## config.mk

```make
export PLATFORM = sky130hd
export DESIGN_NAME = bus_xcvr
export DESIGN_NICKNAME = d
export VERILOG_FILES = /design/src/rtl/bus_xcvr_pkg.sv /design/src/rtl/xcvr_fall_det.sv /design/src/rtl/xcvr_store.sv /design/src/rtl/xcvr_path.sv /design/src/rtl/bus_xcvr.sv
export SDC_FILE = /design/constraint.sdc
export NUM_CORES = 1
export LEC_CHECK = 0
export BUFFER_PORTS_ARGS = -buffer_cell sky130_fd_sc_hd__buf_2
export CORE_MARGIN = 2
export CORE_UTILIZATION = 30
export DETAILED_ROUTE_END_ITERATION = 10
export PLACE_DENSITY_LB_ADDON = 0.08
export SLEW_MARGIN = 20
export SYNTH_ARGS = -nofsm -noshare
export SYNTH_HDL_FRONTEND = slang
export SYNTH_SLANG_ARGS = --single-unit
```

## constraint.sdc

```tcl
create_clock -name clk_i -period 1.9 [get_ports clk_i]
set_input_delay 0 -clock clk_i [delete_from_list [all_inputs] [get_ports clk_i]]
set_output_delay 0 -clock clk_i [all_outputs]
set_load 0.05 [all_outputs]
```

## src/rtl/bus_xcvr_pkg.sv

```systemverilog
package bus_xcvr_pkg;
  parameter int unsigned DEF_WIDTH = 18;
  typedef enum logic {OE_HIGH = 1'b0, OE_LOW = 1'b1} oe_pol_e;
endpackage

```

## src/rtl/xcvr_fall_det.sv

```systemverilog
module xcvr_fall_det (
  input  logic clk_i,
  input  logic rst_ni,
  input  logic smp_i,
  output logic fall_o
);
  logic prev_q;

  always_ff @(posedge clk_i or negedge rst_ni) begin
    if (!rst_ni) prev_q <= 1'b0;
    else         prev_q <= smp_i;
  end

  assign fall_o = prev_q & ~smp_i;
endmodule

```

## src/rtl/xcvr_store.sv

```systemverilog
module xcvr_store #(
  parameter int unsigned W = bus_xcvr_pkg::DEF_WIDTH
) (
  input  logic         clk_i,
  input  logic         rst_ni,
  input  logic         le_i,
  input  logic         fall_i,
  input  logic [W-1:0] d_i,
  output logic [W-1:0] q_o
);
  logic [W-1:0] st_q;
  logic         load;

  // latch enable wins over edge capture; both load the same input
  assign load = le_i | fall_i;

  always_ff @(posedge clk_i or negedge rst_ni) begin
    if (!rst_ni)   st_q <= '0;
    else if (load) st_q <= d_i;
  end

  assign q_o = le_i ? d_i : st_q;
endmodule

```

## src/rtl/xcvr_path.sv

```systemverilog
module xcvr_path
  import bus_xcvr_pkg::*;
#(
  parameter int unsigned W   = DEF_WIDTH,
  parameter oe_pol_e     POL = OE_HIGH
) (
  input  logic         clk_i,
  input  logic         rst_ni,
  input  logic [W-1:0] d_i,
  input  logic         le_i,
  input  logic         sclk_i,
  input  logic         oe_i,
  output logic [W-1:0] q_o,
  output logic         en_o
);
  logic fall;

  xcvr_fall_det u_fall (
    .clk_i  (clk_i),
    .rst_ni (rst_ni),
    .smp_i  (sclk_i),
    .fall_o (fall)
  );

  xcvr_store #(.W(W)) u_store (
    .clk_i  (clk_i),
    .rst_ni (rst_ni),
    .le_i   (le_i),
    .fall_i (fall),
    .d_i    (d_i),
    .q_o    (q_o)
  );

  generate
    if (POL == OE_LOW) begin : g_oe_low
      assign en_o = ~oe_i;
    end else begin : g_oe_high
      assign en_o = oe_i;
    end
  endgenerate
endmodule

```

## src/rtl/bus_xcvr.sv

```systemverilog
module bus_xcvr
  import bus_xcvr_pkg::*;
#(
  parameter int unsigned W = DEF_WIDTH
) (
  input  logic         clk_i,
  input  logic         rst_ni,
  input  logic [W-1:0] a_i,
  input  logic [W-1:0] b_i,
  input  logic         ab_oe_i,
  input  logic         ab_le_i,
  input  logic         ab_clk_i,
  input  logic         ba_oe_ni,
  input  logic         ba_le_i,
  input  logic         ba_clk_i,
  output logic [W-1:0] b_o,
  output logic         b_en_o,
  output logic [W-1:0] a_o,
  output logic         a_en_o
);
  xcvr_path #(.W(W), .POL(OE_HIGH)) u_ab (
    .clk_i  (clk_i),
    .rst_ni (rst_ni),
    .d_i    (a_i),
    .le_i   (ab_le_i),
    .sclk_i (ab_clk_i),
    .oe_i   (ab_oe_i),
    .q_o    (b_o),
    .en_o   (b_en_o)
  );

  xcvr_path #(.W(W), .POL(OE_LOW)) u_ba (
    .clk_i  (clk_i),
    .rst_ni (rst_ni),
    .d_i    (b_i),
    .le_i   (ba_le_i),
    .sclk_i (ba_clk_i),
    .oe_i   (ba_oe_ni),
    .q_o    (a_o),
    .en_o   (a_en_o)
  );
endmodule

```

==> results_dict.tcl, run 1 <==
set metrics [dict create \
    reg2reg_depth 3 \
    synth_seq_cells 38 \
    cp_cell_sequence "dlygate4sd3_1 -> buf_2 -> inv_1 -> a21oi_4 -> buf_4 -> mux2_4" \
    post_cts_resize_count 0 \
    setup_viol 0 \
    fmaxAchievable_ghz 0.6891 \
    fp.coreArea_um2 6350 \
    ant_nets 0 \
    fin_tns_setup_ns 0 \
    fp.dieH_um 84.84 \
    cts_buffers 5 \
    cp_max_fo 10 \
    clk_latency_ns 0.28 \
    synth_area_um2 1961 \
    drtIter0Drc 33 \
    wl_per_cell_um 13.61 \
    grt_pass1_vias 1509 \
    synth.net_count 166 \
    hold_viol_final 0 \
    rrSetupSlack_ns 0.48 \
    holdPathEnd "b_en_o" \
    post_cts_buffers 0 \
    root_buffer "clkbuf_8" \
    synth-warning-count 0 \
    cp_slowest_cell "dlygate4sd3_1" \
    syn_inst 122 \
    insertedDiodeCount 0 \
    dr.pass1.iters 4 \
    hold-worst-slack_ns 0.00002196 \
    initial_utilization_pct 30.88 \
    via_per_inst 4.448 \
    layout-drive-gt1-share_pct 66.12 \
    die_w_um 84.84 \
    ios 82 \
    yosysSeqAreaShare_pct 48.50 \
    rr_startpoint "u_ab.u_fall.prev_q" \
    final.setup_skew_ns 0.003979 \
    hp-start "ab_oe_i" \
    clkTransAtPathRegs_ns 0.07 \
    worst_setup_path_end_kind "flip-flop" \
    whs_path_depth 0 \
    syn_area_per_cell_um2 16.07 \
    rr_endpoint "u_ab.u_store.st_q[16]" \
    postRouteWirelength_um 4343 \
    status "finished clean" \
    slowest_delay_ns 0.52 \
    synth.distinct_cells 9 \
    hold_class "input port to output port" \
    power_density_nw_per_um2 768.4 \
    relSlewSlack_pct 41.55 \
    final_cell_mix "buf_2, mux2_2, dlygate4sd3_1" \
    h-tree-depth 2 \
    routed-via-count 1419 \
    rows 29 \
    start_kind "input port" \
    cap_violations 0 \
    gr-usage-all-layers_pct 12.74 \
    grt_max_degree 39 \
    dp_hpwl_um 2886 \
    die_area_um2 7198 \
    leakage_nw 1.353 \
    portBuffers 79 \
    drc_errors 0 \
    slew_viol_final 0 \
    grt_antenna_before_repair 0 \
    rsz0062_at_grt "false" \
    grt_pass1_wl_um 7300 \
    cts_sinks 38 \
    worstSetupPathType "input port to flip-flop" \
    syn_to_final_growth_pct 46.20 \
    critPathArrivalTime_ns 1.62 \
    irDropWorstVdd_v 0.0003986 \
    period_minus_slack_ns 1.451 \
    timing.final.crit_share_pct 76.38 \
    nNetsFinal 286 \
    clk_path_buf_depth 2 \
    place_congestion 0.7587 \
    overflow 0 \
    max_slew.worst_pin.slew_ns 0.8767 \
    cts_tree "yes" \
    final_common_cell "buf_2" \
    cp_data_required_time_ns 2.07 \
]
[through the flow]
stage          total power, mW  cell area (µm²)  utilization [%]  instances  setup WS (ns)
2_1_floorplan            1.482             1961                -        122         0.6626
3_3_place_gp             1.625             2400            37.79        273         0.5135
3_5_place_dp             1.638             2400            37.79        273         0.4821
4_1_cts                  2.236             2867            45.14        319         0.4552
5_1_grt                  2.325             2867            45.14        319         0.3898
6_report                 2.203             2867            45.14        319         0.4489
[cell type report]
| class | instances | area (µm²) |
|---|---|---|
| Multi-Input combinational cell | 74 | 918.4 |
| Inverter | 3 | 11.26 |
| Clock buffer | 7 | 76.32 |
| Tap cell | 77 | 96.34 |
| Fill cell | 579 | 3483 |
| Sequential cell | 38 | 950.9 |
| Timing Repair Buffer | 120 | 813.3 |
[worst max path at each step]
stage	from	end	slack [ns]
2_1_floorplan	u_ab.u_fall.prev_q	u_ab.u_store.st_q[0]	0.66
3_3_place_gp	u_ab.u_fall.prev_q	u_ab.u_store.st_q[17]	0.51
3_5_place_dp	u_ab.u_fall.prev_q	u_ab.u_store.st_q[4]	0.48
4_1_cts	ab_clk_i	u_ab.u_store.st_q[16]	0.46
5_1_grt	ab_clk_i	u_ab.u_store.st_q[17]	0.39
6_report	ab_clk_i	u_ab.u_store.st_q[16]	0.45
[state kept, by name, indices dropped and copies added, names as in the netlist]
| signal | flops |
|---|---|
| u_ba.u_fall.prev_q | 1 |
| u_ba.u_store.st_q | 18 |
| u_ab.u_fall.prev_q | 1 |
| u_ab.u_store.st_q | 18 |
[synth_stat cells]
| master | n | area share (%) |
|---|---|---|
| buf_4 | 1 | 0.38 |
| buf_6 | 2 | 1.1 |
| inv_1 | 3 | 0.57 |
| buf_2 | 2 | 0.51 |
| dfrtp_1 | 38 | 49 |
| mux2_2 | 52 | 30 |
| buf_12 | 2 | 2.0 |
| a21oi_4 | 2 | 1.7 |
| mux2_4 | 20 | 15 |
[power by group]
| group | leakage, nW | internal [mW] | switching (mW) |
|---|---|---|---|
| combinational | 0.871 | 0.309 | 0.440 |
| sequential | 0.444 | 0.888 | 0.0414 |
| clock | 0.0383 | 0.253 | 0.271 |
| total | 1.35 | 1.45 | 0.752 |
[worst max-delay path: cells and delay by family]
kind,cells,cell delay (ns)
buffers and inverters,4,0.98
multiplexers,1,0.32
AO/OA/AOI/OAI,1,0.31
[metal layers]
metal | vias to the layer above | GRT usage, % | wire (µm)
li1 | 670 | - | -
met1 | 697 | 15.78 | 1965
met2 | 47 | 21.55 | 2107
met3 | 5 | 3.502 | 229
met4 | 0 | 4.185 | 41
met5 | - | 0 | 0
[cell families after synthesis]
logic type,count (synthesis),share of synthesized area [%]
mux,72,45.18
flops,38,48.50
buf+inv,10,4.659
compound gates,2,1.659
[what timing repair did]
action                                 CTS  global route
endpoints found under the hold margin   76             0
setup endpoints to repair                0             0
hold buffers                            39             0
Note: power is estimated with default switching activity, not from simulation.
==> run 2: changes to the inputs <==
--- a/config.mk
+++ b/config.mk
@@ -5,6 +5,7 @@
 export SDC_FILE = /design/constraint.sdc
 export NUM_CORES = 1
 export LEC_CHECK = 0
+export ABC_AREA = 1
 export BUFFER_PORTS_ARGS = -buffer_cell sky130_fd_sc_hd__buf_2
 export CORE_MARGIN = 2
 export CORE_UTILIZATION = 30
==> constraint.sdc (replaced) <==
create_clock -name clk_i -period 1.4 [get_ports clk_i]
set_input_delay 0 -clock clk_i [delete_from_list [all_inputs] [get_ports clk_i]]
set_output_delay 0 -clock clk_i [all_outputs]
set_load 0.05 [all_outputs]
==> run 2 against run 1 <==
Net effect: clock skew increased by 0.0013 ns; worst hold slack about the same; setup slack got worse by 0.10 ns; critical path depth decreased by 2; largest power group unchanged; critical path type is now flip-flop to flip-flop; combinational power increased by 26%.
==> results_dict.tcl, run 2 <==
set metrics [dict create \
    status "finished clean" \
    postRouteWirelength_um 5390 \
    h-tree-depth 2 \
    wl_per_cell_um 11.49 \
    start_kind "flip-flop" \
    setup_viol 0 \
    grt_antenna_before_repair 0 \
    ios 82 \
    place_congestion 0.6958 \
    yosys.area.top_type_share_pct 46.77 \
    synth.net_count 322 \
    hold_viol_final 0 \
    critPathTopFamily "simple AND/OR/NAND/NOR gates" \
    gr-usage-all-layers_pct 14.71 \
    root_buffer "clkbuf_8" \
    final.setup_skew_ns 0.005274 \
    max_slew.worst_pin.slew_ns 0.4318 \
    cap_violations 0 \
    final_util_pct 43.18 \
    slowest_delay_ns 0.40 \
    routed-via-count 2090 \
    cp_max_fo 19 \
    post_cts_buffers 0 \
    yosysSeqAreaShare_pct 46.77 \
    nNetsFinal 433 \
    timing.final.crit_share_pct 75.28 \
    hold_class "input port to output port" \
    period_minus_slack_ns 1.054 \
    swShare_pct 36.80 \
    cp_slowest_cell "dfrtp_1" \
    grt_pass1_wl_um 8776 \
    hold-worst-slack_ns 0.00002199 \
    ys.flop_type "dfrtp_1" \
    grt_pass1_vias 1961 \
    synth-warning-count 0 \
    fp.coreArea_um2 6681 \
    power_frac_clock_pct 24.1 \
    power_mw 2.905 \
    dp_hpwl_um 3273 \
    fp.dieH_um 86.33 \
    clk_path_buf_depth 2 \
    synth.distinct_cells 11 \
    final_common_cell "nand2_1" \
    cts_buffers 5 \
    overflow 0 \
    n_fill_cell 707 \
    synth_area_um2 2033 \
    regArea_um2 950.9 \
    rsz0062_at_grt "false" \
    final_cell_mix "nand2_1, buf_2, dlygate4sd3_1" \
    worst_setup_path_end_kind "flip-flop" \
    leakage_nw 1.666 \
    synth_top_cell_by_area "dfrtp_1" \
    irDropWorstVdd_v 0.0004176 \
    cts_tree "yes" \
    synth_seq_cells 38 \
    power_density_nw_per_um2 1007 \
    syn_inst 278 \
    ys_async_sr_fraction_pct 100.0 \
    clk_latency_ns 0.28 \
    die_area_um2 7452 \
    multi_input_area_um2 918.4 \
    layout-drive-gt1-share_pct 23.39 \
    synth.area.top_cells "dfrtp_1, nand2_1, nand3_1" \
    crit_buf_inv 0 \
    drc_errors 0 \
    die_w_um 86.33 \
    drtIter0Drc 57 \
    insertedDiodeCount 0 \
    worstSetupPathType "flip-flop to flip-flop" \
    pwr-share-comb_pct 32.6 \
    p_int_mw 1.836 \
    switchingPower_mw 1.069 \
    clkTransAtPathRegs_ns 0.07 \
    slew_viol_final 0 \
    pwr-share-seq_pct 43.3 \
    via_per_inst 4.456 \
    fin_area_um2 2885 \
    place_area_um2 2419 \
    cp_cell_sequence "nand2_4 -> nand2_8 -> nand2_1 -> nand2_1" \
    dr.pass1.iters 5 \
    synth.most_common_cell "nand2_1" \
    critPathArrivalTime_ns 1.22 \
    rows 30 \
    syn_to_final_growth_pct 41.91 \
    grt_max_degree 39 \
    cp_data_required_time_ns 1.57 \
    synth_commonest_cells "nand2_1, dfrtp_1, nand3_1" \
    synth_edf_count 0 \
    cts_sinks 38 \
    ant_nets 0 \
    crit_top_cell "nand2_1" \
    portBuffers 79 \
    fin_tns_setup_ns 0 \
    syn_area_per_cell_um2 7.314 \
    initial_utilization_pct 30.43 \
    fmaxAchievable_ghz 0.9488 \
    relSlewSlack_pct 71.21 \
    top_regs "u_ab.u_store.st_q: 18 flops, u_ba.u_store.st_q: 18 flops" \
]
## run 2: final cells by class
class,instances,area share (%)
inverters,5,1.171
multi-input cells,220,31.83
clock buffers,7,2.645
repair buffers,119,27.93
well taps,80,3.469
flip-flops and latches,38,32.96
## run 2: path summary, 6_finish.rpt
check / start / endpoint / slack [ns] / depth (start not counted)
max in group asynchronous: rst_ni / u_ab.u_store.st_q[7] / 0.97 / 3
min in group asynchronous: rst_ni / u_ba.u_store.st_q[15] / 0.24 / 3
hold / removal: ab_oe_i / b_en_o / 0.00002 / 0
hold reg to reg: u_ba.u_store.st_q[12] / u_ba.u_store.st_q[12] / 0.51 / 2
setup / recovery: u_ab.u_fall.prev_q / u_ab.u_store.st_q[4] / 0.35 / 4
setup reg to reg: u_ab.u_fall.prev_q / u_ab.u_store.st_q[4] / 0.35 / 4
## run 2: through the flow
stage | setup WS, ns | instances
after global placement | 0.3432 | 423
after global routing | 0.2484 | 469
after detailed placement | 0.3392 | 423
after floorplan | 0.4859 | 278
final | 0.3461 | 469
after CTS | 0.3205 | 469
## run 2: cell families (layout without fill, tap and decap cells)
family        after synthesis  in the layout  synth area share, %
simple gates              220            220                45.17
flops                      38             38                46.77
buf+inv                    20            131                8.061
## run 2: layer usage
metal,GRT usage [%],part of all wire [%]
met1,18.33,46
met2,25.10,49
met3,3.238,3.7
met4,5.114,1.5
met5,0,0
## run 2: what timing repair did
action | in CTS | in global routing
hold buffers | 39 | 0
resized for setup | 0 | 0
endpoints found under the hold margin | 76 | 0
## run 2: power by group through the flow
stage | Clock (mW) | Combinational [mW] | Sequential (mW)
2_1_floorplan | 0 | 0.667 | 1.26
3_5_place_dp | 0 | 0.875 | 1.28
3_3_place_gp | 0 | 0.869 | 1.28
4_1_cts | 0.744 | 0.960 | 1.26
5_1_grt | 0.798 | 1.03 | 1.27
6_report | 0.700 | 0.948 | 1.26
